`src/rtl/sdram_cmd_sched.sv`:
```
module sdram_cmd_sched #(
  parameter int NCS   = 2,
  parameter int NBANK = 4,
  parameter int AW    = 13,
  parameter int TW    = 5,
  localparam int CSW  = $clog2(NCS),
  localparam int BAW  = $clog2(NBANK),
  localparam int CW   = 4,
  localparam int SHW  = 8
) (
  input  logic           clk,
  input  logic           rst_n,
  input  logic [TW-1:0]  cfg_t_rc,
  input  logic [TW-1:0]  cfg_t_rp,
  input  logic [TW-1:0]  cfg_t_rcd,
  input  logic [TW-1:0]  cfg_t_mrd,
  input  logic [TW-1:0]  cfg_t_wr,
  input  logic [TW-1:0]  cfg_t_ras,
  input  logic [TW-1:0]  cfg_t_rrd,
  input  logic [TW-1:0]  cfg_t_wtr,
  input  logic [2:0]     cfg_cas,
  input  logic [1:0]     cfg_burst,
  input  logic           cfg_ddr,
  input  logic           req_valid,
  output logic           req_ready,
  input  logic [2:0]     req_op,
  input  logic [CSW-1:0] req_cs,
  input  logic [BAW-1:0] req_bank,
  input  logic [AW-1:0]  req_addr,
  input  logic [1:0]     req_len,
  output logic [NCS-1:0] cmd_cs_n,
  output logic           cmd_ras_n,
  output logic           cmd_cas_n,
  output logic           cmd_we_n,
  output logic [BAW-1:0] cmd_ba,
  output logic [AW-1:0]  cmd_addr,
  output logic           rd_valid
);
  localparam logic [2:0] OP_ACT = 3'd0, OP_RD = 3'd1, OP_WR = 3'd2,
                         OP_PRE = 3'd3, OP_REF = 3'd4, OP_MRS = 3'd5;

  logic [TW-1:0] c_rc  [NCS][NBANK];
  logic [TW-1:0] c_rcd [NCS][NBANK];
  logic [TW-1:0] c_ras [NCS][NBANK];
  logic [TW-1:0] c_rp  [NCS][NBANK];
  logic [TW-1:0] c_wr  [NCS][NBANK];
  logic [TW-1:0] c_rrd [NCS];
  logic [TW-1:0] c_mrd [NCS];
  logic [TW-1:0] c_wtr [NCS];

  logic [CW-1:0]  bcnt;
  logic           bneed, brd;
  logic [CSW-1:0] bcs;
  logic [BAW-1:0] bbank;
  logic [SHW-1:0] beat_sh;

  function automatic logic expired(input logic [TW-1:0] v);
    return v <= TW'(1);
  endfunction

  logic rp_all, rc_all, allowed, bst_fire, bus_free, issue, beat_now, is_rw;
  logic [CW-1:0] req_words, mem_words, rw_beats;
  logic rw_need;

  assign bst_fire = (bcnt == CW'(1)) && bneed;
  assign bus_free = bcnt <= CW'(1);
  assign is_rw    = (req_op == OP_RD) || (req_op == OP_WR);

  always_comb begin
    rp_all = 1'b1;
    rc_all = 1'b1;
    for (int b = 0; b < NBANK; b++) begin
      rp_all = rp_all & expired(c_rp[req_cs][BAW'(b)]);
      rc_all = rc_all & expired(c_rc[req_cs][BAW'(b)]);
    end
  end

  always_comb begin
    case (req_op)
      OP_ACT: allowed = expired(c_rc[req_cs][req_bank]) && expired(c_rp[req_cs][req_bank])
                     && expired(c_rrd[req_cs]) && expired(c_mrd[req_cs]);
      OP_RD:  allowed = bus_free && expired(c_rcd[req_cs][req_bank]) && expired(c_mrd[req_cs])
                     && (!cfg_ddr || expired(c_wtr[req_cs]));
      OP_WR:  allowed = bus_free && expired(c_rcd[req_cs][req_bank]) && expired(c_mrd[req_cs]);
      OP_PRE: allowed = bus_free && expired(c_ras[req_cs][req_bank])
                     && expired(c_wr[req_cs][req_bank]) && expired(c_mrd[req_cs]);
      OP_REF: allowed = bus_free && rp_all && rc_all && expired(c_mrd[req_cs]);
      OP_MRS: allowed = bus_free && rp_all && expired(c_mrd[req_cs]);
      default: allowed = 1'b0;
    endcase
  end

  assign issue     = req_valid && !bst_fire && allowed;
  assign req_ready = issue;

  assign req_words = (req_len == 2'd0) ? CW'(1) : (req_len == 2'd1) ? CW'(4) : CW'(8);
  assign mem_words = (cfg_burst == 2'd0) ? CW'(1) : (cfg_burst == 2'd1) ? CW'(4) : CW'(8);
  assign rw_beats  = (cfg_burst == 2'd3 || req_words < mem_words) ? req_words : mem_words;
  assign rw_need   = (cfg_burst == 2'd3) || (req_words < mem_words);

  always_comb begin
    cmd_cs_n  = '1;
    {cmd_ras_n, cmd_cas_n, cmd_we_n} = 3'b111;
    cmd_ba    = '0;
    cmd_addr  = '0;
    if (bst_fire) begin
      cmd_cs_n[bcs] = 1'b0;
      {cmd_ras_n, cmd_cas_n, cmd_we_n} = 3'b110;
      cmd_ba = bbank;
    end else if (issue) begin
      cmd_cs_n[req_cs] = 1'b0;
      cmd_ba   = req_bank;
      cmd_addr = req_addr;
      case (req_op)
        OP_ACT:  {cmd_ras_n, cmd_cas_n, cmd_we_n} = 3'b011;
        OP_RD:   {cmd_ras_n, cmd_cas_n, cmd_we_n} = 3'b101;
        OP_WR:   {cmd_ras_n, cmd_cas_n, cmd_we_n} = 3'b100;
        OP_PRE:  {cmd_ras_n, cmd_cas_n, cmd_we_n} = 3'b010;
        OP_REF:  {cmd_ras_n, cmd_cas_n, cmd_we_n} = 3'b001;
        default: {cmd_ras_n, cmd_cas_n, cmd_we_n} = 3'b000;
      endcase
    end
  end

  assign beat_now = (issue && req_op == OP_RD) || (bcnt >= CW'(2) && brd);
  assign rd_valid = (cfg_cas == 3'd0) ? 1'b0 : beat_sh[cfg_cas - 3'd1];

  always_ff @(posedge clk) begin
    if (!rst_n) begin
      for (int c = 0; c < NCS; c++) begin
        c_rrd[c] <= '0; c_mrd[c] <= '0; c_wtr[c] <= '0;
        for (int b = 0; b < NBANK; b++) begin
          c_rc[c][b] <= '0; c_rcd[c][b] <= '0; c_ras[c][b] <= '0;
          c_rp[c][b] <= '0; c_wr[c][b] <= '0;
        end
      end
      bcnt    <= '0;
      bneed   <= 1'b0;
      brd     <= 1'b0;
      bcs     <= '0;
      bbank   <= '0;
      beat_sh <= '0;
    end else begin
      for (int c = 0; c < NCS; c++) begin
        if (c_rrd[c] != 0) c_rrd[c] <= c_rrd[c] - 1'b1;
        if (c_mrd[c] != 0) c_mrd[c] <= c_mrd[c] - 1'b1;
        if (c_wtr[c] != 0) c_wtr[c] <= c_wtr[c] - 1'b1;
        for (int b = 0; b < NBANK; b++) begin
          if (c_rc[c][b]  != 0) c_rc[c][b]  <= c_rc[c][b]  - 1'b1;
          if (c_rcd[c][b] != 0) c_rcd[c][b] <= c_rcd[c][b] - 1'b1;
          if (c_ras[c][b] != 0) c_ras[c][b] <= c_ras[c][b] - 1'b1;
          if (c_rp[c][b]  != 0) c_rp[c][b]  <= c_rp[c][b]  - 1'b1;
          if (c_wr[c][b]  != 0) c_wr[c][b]  <= c_wr[c][b]  - 1'b1;
        end
      end
      if (issue) begin
        case (req_op)
          OP_ACT: begin
            c_rc[req_cs][req_bank]  <= cfg_t_rc;
            c_rcd[req_cs][req_bank] <= cfg_t_rcd;
            c_ras[req_cs][req_bank] <= cfg_t_ras;
            c_rrd[req_cs]           <= cfg_t_rrd;
          end
          OP_WR: begin
            c_wr[req_cs][req_bank] <= cfg_t_wr;
            c_wtr[req_cs]          <= cfg_t_wtr;
          end
          OP_PRE: c_rp[req_cs][req_bank] <= cfg_t_rp;
          OP_REF: for (int b = 0; b < NBANK; b++) c_rc[req_cs][BAW'(b)] <= cfg_t_rc;
          OP_MRS: c_mrd[req_cs] <= cfg_t_mrd;
          default: ;
        endcase
      end
      if (issue && is_rw) begin
        bcnt  <= rw_beats;
        bneed <= rw_need;
        brd   <= (req_op == OP_RD);
        bcs   <= req_cs;
        bbank <= req_bank;
      end else if (bcnt != 0) begin
        bcnt <= bcnt - 1'b1;
      end
      beat_sh <= {beat_sh[SHW-2:0], beat_now};
    end
  end

  logic is_act_pin, is_rd_pin, is_bst_pin, any_cs;
  assign any_cs     = cmd_cs_n != '1;
  assign is_act_pin = any_cs && {cmd_ras_n, cmd_cas_n, cmd_we_n} == 3'b011;
  assign is_rd_pin  = any_cs && {cmd_ras_n, cmd_cas_n, cmd_we_n} == 3'b101;
  assign is_bst_pin = any_cs && {cmd_ras_n, cmd_cas_n, cmd_we_n} == 3'b110;

  assert_ready_needs_valid_R2: assert property (@(posedge clk) disable iff (!rst_n)
    req_ready |-> req_valid);
  assert_single_cs_R1: assert property (@(posedge clk) disable iff (!rst_n)
    any_cs |-> $countones(~cmd_cs_n) == 1);
  assert_idle_nop_R1: assert property (@(posedge clk) disable iff (!rst_n)
    !req_valid && !is_bst_pin |-> !any_cs && cmd_ras_n && cmd_cas_n && cmd_we_n);
  assert_rrd_gap_R3: assert property (@(posedge clk) disable iff (!rst_n)
    (is_act_pin && cfg_t_rrd > TW'(1)) |=> !(is_act_pin && cmd_cs_n == $past(cmd_cs_n)));
  assert_cl1_strobe_R8: assert property (@(posedge clk) disable iff (!rst_n)
    (is_rd_pin && cfg_cas == 3'd1) |=> rd_valid);
  assert_bst_single_R9: assert property (@(posedge clk) disable iff (!rst_n)
    is_bst_pin |=> !is_bst_pin);
endmodule

```
`config.mk`:
```
export PLATFORM = sky130hd
export DESIGN_NAME = sdram_cmd_sched
export DESIGN_NICKNAME = d
export VERILOG_FILES = /design/src/rtl/sdram_cmd_sched.sv
export SDC_FILE = /design/constraint.sdc
export NUM_CORES = 1
export LEC_CHECK = 0
export ABC_AREA = 0
export ABC_CLOCK_PERIOD_IN_PS = 3500
export BUFFER_PORTS_ARGS = -buffer_cell sky130_fd_sc_hd__buf_2
export CORE_UTILIZATION = 60
export CTS_CLUSTER_SIZE = 30
export DETAILED_ROUTE_END_ITERATION = 10
export GPL_TIMING_DRIVEN = 0
export PLACE_DENSITY = 0.89
export SLEW_MARGIN = 20
export SYNTH_ARGS = -nofsm -noshare
export SYNTH_HDL_FRONTEND = slang
export SYNTH_SLANG_ARGS = --single-unit
```
`constraint.sdc`:
```
create_clock -name clk -period 3.5 [get_ports clk]
set_clock_uncertainty 0.05 [all_clocks]
set_input_delay 0.35 -clock clk [delete_from_list [all_inputs] [get_ports clk]]
set_output_delay 0.35 -clock clk [all_outputs]
set_load 0.01 [all_outputs]
```
==> summary.md, run 1 <==
| Metric | Value |
|---|---|
| Finish-stage setup viols | 1 |
| Mean post-synth cell area | 9.88 um^2 |
| Slowest Stage Delay on Critical Path | 0.39 ns |
| Detailed Place HPWL | 32400 um |
| Maximum clock rate | 282 MHz |
| Drt pass-1 iters | 7 |
| First-pass GRT wire length | 69600 um |
| Minimum clock period | 3.55 ns |
| Crit path launch type | primary input |
| Nets@finish | 1830 |
| CTS tree | built |
| Area of the multi-input gates | 8010 um^2 |
| Antenna violations before repair | 1 |
| Worst Setup End Kind | output port |
| Layout fillers | 1730 |
| Min-Delay Path Class | primary input to flop |
| Via count | 13590 |
| DRT iter0 DRCs | 2113 |
| Hold slack | 0.0668 ns |
| DP Area | 16500 um^2 |
| CP Cell Sequence | buf_2 > clkbuf_4 > buf_4 > buf_2 > nand3_1 > a31oi_1 > nand4_1 > o21ai_2 > buf_6 > or2_2 > a22oi_1 > buf_2 |
| Met1 layer usage reported by global route | 41.4% |
| Hold depth | 2 |
| Reg2Reg Depth | 8 |
| Final Max Slew Viols | 0 |
| Synthesized area | 15800 um^2 |
| Warning count from the yosys run | 0 |
| Clock-pin slew on the worst setup and hold paths | 0.06 ns |
| P&R area growth vs syn | 13.4% |
| Register Area | 7250 um^2 |
| Largest delay share family, worst path | buffers and inverters |
| Synth async-reset ratio | 0% |
| Status | finished with violations |
| Vias in the first global route | 13072 |
| Final Hold Fails | 0 |
| Die X | 164 um |
| Worst skew pair latency | 0.56 ns |
| Pleak | 7.29 nW |
| GR Layer Usage met3 | 7.85% |
| Crit share post-route | 101% |
| H-tree depth reported by CTS | 1 |
| Core area | 25500 um^2 |
| DR vias/cell | 6.60 |
| Post-route ant nets | 0 |
| Worst endpoint required time | 3.10 ns |
| Power density relative to cell area | 859 nW/um^2 |
| Critical Path Most Common Cell | buf_2 |
| CTS Buffer Depth | 3 |
| Crit path buf inv count | 6 |
| # clock sinks | 247 |
| Setup ws final | -0.0503 ns |
| Tightest Pin Transition | 0.867 ns |
| Ratio of cells with drive above 1 in the final layout | 19.2% |
| Yosys reg bits | 247 |
| Post-Layout Cell Count | 2060 |
| IO buf count | 69 |
| Primary FF master, synth | edfxtp_1 |
| Design area | 17900 um^2 |
| Instance count on the critical path | 12 |
| DRC errors left | 0 |
| Seq/Total Area, Yosys | 46.0% |
| Worst Path Arrival | 3.15 ns |
| Worst slew margin | 41.6% |
| Num CTS Buffers | 27 |
| Placed cell count | 1995 |
| Cells after Synth | 1596 |
| Met2 global-route usage | 54.6% |
| Global route overflow | 0 |
| Failing checks | setup timing |
| Worst VDD drop | 694 uV |
| Num rows | 58 |
| GRT Overall Usage | 33.7% |
| Starting Density | 61.9% |
| Max_cap viols | 0 |
| Synth unique cells | 75 |
| Root buf cell | clkbuf_16 |
| GR peak layer | met2 |
| Slowest stage cell, crit path | buf_2 |
| Die Span Y | 164 um |
| Mapped Nets | 1719 |
| Io pins | 92 |
| EDFF count, synth | 230 |
| Largest net degree at the start of global routing | 15 |
| Pwr Total | 15.4 mW |
| Final Wtd Congestion | 1.01 |
| Drt total wl | 45800 um |
| Die area | 26900 um^2 |
| Crit path kind | primary input to output port |
| Routed wire per std cell | 22.2 um |
| Maximum fanout along the worst path | 10 |
[flip-flops by register name, summed over array words and instances, names as in the netlist, 2 cells and up]
signal,flops
bbank,2
c_wr,40
c_ras,40
c_rp,40
c_rc,40
c_mrd,10
beat_sh,8
c_rrd,10
bcnt,4
c_rcd,40
c_wtr,10
[synthesized netlist by cell type, drive strengths merged, types with 3 or more instances]
| master | count | area share, % |
|---|---|---|
| o21ai | 52 | 1.9 |
| edfxtp | 230 | 44 |
| inv | 104 | 2.5 |
| nor4b | 5 | 0.28 |
| a22oi | 3 | 0.14 |
| nor4 | 19 | 0.85 |
| ha | 53 | 4.2 |
| a2111oi | 3 | 0.17 |
| o211ai | 4 | 0.19 |
| mux4 | 5 | 0.71 |
| a31oi | 6 | 0.24 |
| xor2 | 18 | 1.0 |
| nand2 | 154 | 3.7 |
| o31ai | 72 | 3.5 |
| nand3 | 57 | 1.9 |
| and2 | 9 | 0.36 |
| nor2b | 16 | 0.63 |
| nand2b | 17 | 0.67 |
| nor3 | 124 | 4.3 |
| and3 | 11 | 0.44 |
| or2 | 6 | 0.24 |
| or3b | 11 | 0.61 |
| a41o | 4 | 0.25 |
| or3 | 9 | 0.36 |
| a21o | 39 | 1.9 |
| buf | 44 | 1.5 |
| dfxtp | 17 | 2.2 |
| a211oi | 4 | 0.19 |
| o21a | 8 | 0.38 |
| nor2 | 206 | 4.9 |
| xnor2 | 89 | 4.9 |
| clkbuf | 32 | 0.76 |
| mux2 | 101 | 7.2 |
| nand4 | 4 | 0.24 |
| mux2i | 11 | 0.70 |
| a21oi | 17 | 0.54 |
| o311ai | 4 | 0.22 |
[layout make-up]
| type | instances | area share [%] |
|---|---|---|
| multi-input combinational | 1168 | 44.8 |
| buffer | 74 | 1.99 |
| timing repair buffer | 84 | 2.62 |
| sequential | 247 | 40.5 |
| antenna | 2 | 0.0280 |
| inverter | 105 | 2.20 |
| clock inverter | 14 | 1.32 |
| tap | 330 | 2.31 |
| clock buffer | 36 | 4.19 |
[what timing repair did]
action	4_1_cts	5_1_grt
buffers inserted	9	6
setup endpoints to repair	101	95
hold buffers	0	0
pin swaps	5	2
endpoints found under the hold margin	0	0
resized for setup	22	20
[worst paths after layout]
kind | start | endpoint | slack (ns)
worst max-delay path | req_cs | cmd_cs_n[1] | -0.05
worst min-delay path | cfg_t_rrd[3] | c_rrd[0][3]$_DFFE_PP_ | 0.07
worst max register to register | c_rc[1][13]$_DFFE_PP_ | c_rc[1][1]$_DFFE_PP_ | 0.06
worst min register to register | beat_sh[1]$_SDFF_PN0_ | beat_sh[2]$_SDFF_PN0_ | 0.42
[where the power goes]
group          total, mW  internal, mW  switching, mW  leakage (nW)
Sequential          6.28          5.01           1.27          2.74
Combinational       5.88          2.71           3.18          4.07
Clock               3.20          1.95           1.24         0.481
[logic make-up (layout without fill, tap and decap cells)]
kind of cell    count (synthesis)  count (layout)  synth area share [%]
mux                           117             117                  8.63
flops                         247             247                  46.0
compound gates                234             234                  10.6
other cells                     0               2                     0
buf+inv                       181             313                  4.77
xor+xnor                      107             107                  5.94
simple gates                  657             657                  19.9
fa+ha+maj                      53              53                  4.21
[per-stage QoR]
stage | worst slack, ns | util [%] | setup TNS [ns]
floorplan | 0.516 | - | 0
CTS | 0.00343 | 69.5 | 0
finish | -0.0503 | 70.2 | -0.0503
global placement | -0.534 | 64.9 | -73.48
global route | -0.0282 | 70.2 | -0.0358
detailed placement | -0.579 | 64.9 | -106.64
[per-layer routing]
layer | up-vias | share of wire [%]
met2 | 1079 | 46
met4 | 0 | 6.2
met1 | 6241 | 35
met3 | 282 | 13
met5 | - | 0
li1 | 5988 | -
[layout by cell type, fill, tap and decap left out, types with 6 or more instances in the layout]
master	n
a21o_1	39
a21oi_1	17
a31oi_1	6
and2_1	9
and3_1	11
buf_2	102
buf_4	17
bufinv_16	6
clkbuf_1	37
clkbuf_16	27
dfxtp_1	17
edfxtp_1	230
ha_1	53
inv_1	104
mux2_1	6
mux2_2	95
mux2i_1	10
nand2_1	154
nand2b_1	17
nand3_1	54
nor2_1	204
nor2b_1	16
nor3_1	117
nor4_1	8
nor4_4	7
o21a_1	8
o21ai_0	39
o21ai_2	10
o31ai_1	70
or3_1	8
or3b_2	10
xnor2_1	89
xor2_1	18
Power figures use the tool's default switching activity.
==> inputs of run 2 (changes only) <==
- HOLD_SLACK_MARGIN: not set -> 0.08
==> run 2 against run 1 <==
Compared with the run above:
- the run still ends with setup timing left
- critical path depth stayed put
- die area stayed put
- core utilization increased by 0.32 points
- hold slack improved by 0.036 ns
- sequential share of layout area down 0.18 points
- cell count grew 0.39%
- sequential cell count did not move
- sequential power is essentially flat
- combinational power barely moved
- routed wire length shrank 0.22%
- maximum frequency is 1.2% higher
==> summary.md, run 2 (synthesis gave the netlist of run 1 again) <==
| Metric | Value |
|---|---|
| Pwr Total | 15.3 mW (was 15.4 mW) |
| Via count | 13583 (was 13590) |
| Worst VDD drop | 686 uV (was 694 uV) |
| Die area | 26900 um^2 (unchanged) |
| Post-route ant nets | 0 (unchanged) |
| Layout fillers | 1722 (was 1730) |
| GRT Overall Usage | 33.9% (was 33.7%) |
| Critical Path Most Common Cell | buf_2 (unchanged) |
| Root buf cell | clkbuf_16 (unchanged) |
| Nets@finish | 1838 (was 1830) |
| Crit path launch type | primary input (unchanged) |
| Failing checks | setup timing (unchanged) |
| Hold slack | 0.102 ns (was 0.0668 ns) |
| Final Hold Fails | 0 (unchanged) |
| Final Max Slew Viols | 0 (unchanged) |
| P&R area growth vs syn | 13.9% (was 13.4%) |
| Global route overflow | 0 (unchanged) |
| Slowest Stage Delay on Critical Path | 0.39 ns (about the same) |
| Routed wire per std cell | 22.1 um (was 22.2 um) |
| Die Span Y | 164 um (unchanged) |
| Min-Delay Path Class | primary input to flop (unchanged) |
| Crit path kind | primary input to output port (unchanged) |
| Commonest non-fill, non-tap cells in the layout | edfxtp_1, nor2_1, nand2_1 (unchanged) |
| Commonest non-fill, non-tap cell in the layout | edfxtp_1 (unchanged) |
| Tightest Pin Transition | 0.849 ns (was 0.867 ns) |
| Instance count on the critical path | 12 (unchanged) |
| Clock-pin slew on the worst setup and hold paths | 0.06 ns (about the same) |
| Core area | 25500 um^2 (unchanged) |
| Maximum fanout along the worst path | 10 (unchanged) |
| Worst Setup End Kind | output port (unchanged) |
| DRT iter0 DRCs | 2088 (was 2113) |
| Worst skew pair latency | 0.56 ns (about the same) |
| Minimum clock period | 3.51 ns (was 3.55 ns) |
| First-pass GRT wire length | 69800 um (was 69600 um) |
| Io pins | 92 (unchanged) |
| DR vias/cell | 6.57 (was 6.60) |
| DRC errors left | 0 (unchanged) |
| Hold depth | 2 (unchanged) |
| CP Cell Sequence | buf_2 > clkbuf_4 > buf_4 > buf_2 > nand3_1 > a31oi_1 > nand4_1 > o21ai_2 > buf_6 > or2_2 > a22oi_1 > buf_2 (unchanged) |
| CTS Buffer Depth | 3 (unchanged) |
| Num CTS Buffers | 27 (unchanged) |
| Area of the multi-input gates | 8010 um^2 (about the same) |
| Setup TNS | -0.0196 ns (was -0.0503 ns) |
| Final Wtd Congestion | 1.01 (unchanged) |
| Worst endpoint required time | 3.10 ns (about the same) |
| Worst Path Arrival | 3.11 ns (was 3.15 ns) |
| Finish-stage setup viols | 3 (was 1) |
| Largest net degree at the start of global routing | 15 (unchanged) |
| Status | finished with violations (unchanged) |
| Worst slack at placement | -0.579 ns (unchanged) |
| Pleak | 7.32 nW (was 7.29 nW) |
| Die X | 164 um (unchanged) |
| Reg2Reg Depth | 8 (unchanged) |
| Slowest stage cell, crit path | buf_2 (unchanged) |
| Num rows | 58 (unchanged) |
| Worst slew margin | 42.8% (was 41.6%) |
| Design area | 18000 um^2 (was 17900 um^2) |
| DP Area | 16500 um^2 (unchanged) |
| Vias in the first global route | 13109 (was 13072) |
| Power density relative to cell area | 854 nW/um^2 (was 859 nW/um^2) |
| Antenna violations before repair | 1 (unchanged) |
| Drt total wl | 45700 um (was 45800 um) |
| Crit share post-route | 100% (was 101%) |
| H-tree depth reported by CTS | 1 (unchanged) |
| Setup ws final | -0.00902 ns (was -0.0503 ns) |
| Detailed Place HPWL | 32400 um (unchanged) |
| Crit path buf inv count | 6 (unchanged) |
| # clock sinks | 247 (unchanged) |
| CTS tree | built (unchanged) |
| Largest delay share family, worst path | buffers and inverters (unchanged) |
| Max_cap viols | 0 (unchanged) |
| Ratio of cells with drive above 1 in the final layout | 19.0% (was 19.2%) |
| IO buf count | 69 (unchanged) |
| Register Area | 7250 um^2 (unchanged) |
| Starting Density | 61.9% (unchanged) |
| Maximum clock rate | 285 MHz (was 282 MHz) |
| Drt pass-1 iters | 8 (was 7) |
[run 2: per-layer routing]
layer / GRT usage, % / vias to the layer above / wire length (um)
met5: 0 / - / 0
met4: 19.6 / 0 / 2680
met3: 7.93 / 251 / 5530
met2: 54.6 / 987 / 21300
met1: 41.5 / 6357 / 16300
li1: - / 5988 / -
[run 2: worst paths after layout]
| path | from | endpoint | slack (ns) |
|---|---|---|---|
| worst min-delay path | cfg_t_wtr[2] | c_wtr[0][2]$_DFFE_PP_ | 0.10 |
| worst max register to register | c_rc[1][13]$_DFFE_PP_ | c_rc[1][1]$_DFFE_PP_ | 0.08 |
| worst min register to register | beat_sh[1]$_SDFF_PN0_ | beat_sh[2]$_SDFF_PN0_ | 0.42 |
| worst max-delay path | req_cs | cmd_cs_n[1] | -0.009 |
[run 2: metrics by stage]
stage | util (%) | cells
after CTS | 69.9 | 2062
after floorplan | - | 1596
after detailed placement | 64.9 | 1995
after global placement | 64.9 | 1995
final | 70.5 | 2068
after global routing | 70.5 | 2067
[run 2: final cells by class]
| cell class | instances | area share, % |
|---|---|---|
| Timing Repair Buffer | 92 | 3.07 |
| Multi-Input combinational cell | 1168 | 44.6 |
| Tap cell | 330 | 2.30 |
| Inverter | 105 | 2.19 |
| Buffer | 74 | 2.00 |
| Clock inverter | 14 | 1.31 |
| Clock buffer | 36 | 4.17 |
| Antenna cell | 2 | 0.0279 |
| Sequential cell | 247 | 40.3 |
[run 2: timing repair]
item / in CTS / in global routing
setup buffers: 9 / 5
endpoints found under the hold margin: 14 / 0
pin swaps: 5 / 2
gates resized for setup: 22 / 20
hold buffers: 9 / 0
setup endpoints to repair: 101 / 106
[run 2: worst reg2reg max path: cells and delay by family (launching register included)]
family | cells | cell delay, ns
simple gates | 6 | 2.09
flops | 1 | 0.50
buf+inv | 1 | 0.36
compound gates | 1 | 0.18
[run 2: report_power, final]
group,total [mW],internal [mW],leakage (nW),switching [mW]
sequential,6.27,5.01,2.74,1.27
clock,3.19,1.95,0.481,1.24
combinational,5.87,2.71,4.10,3.16
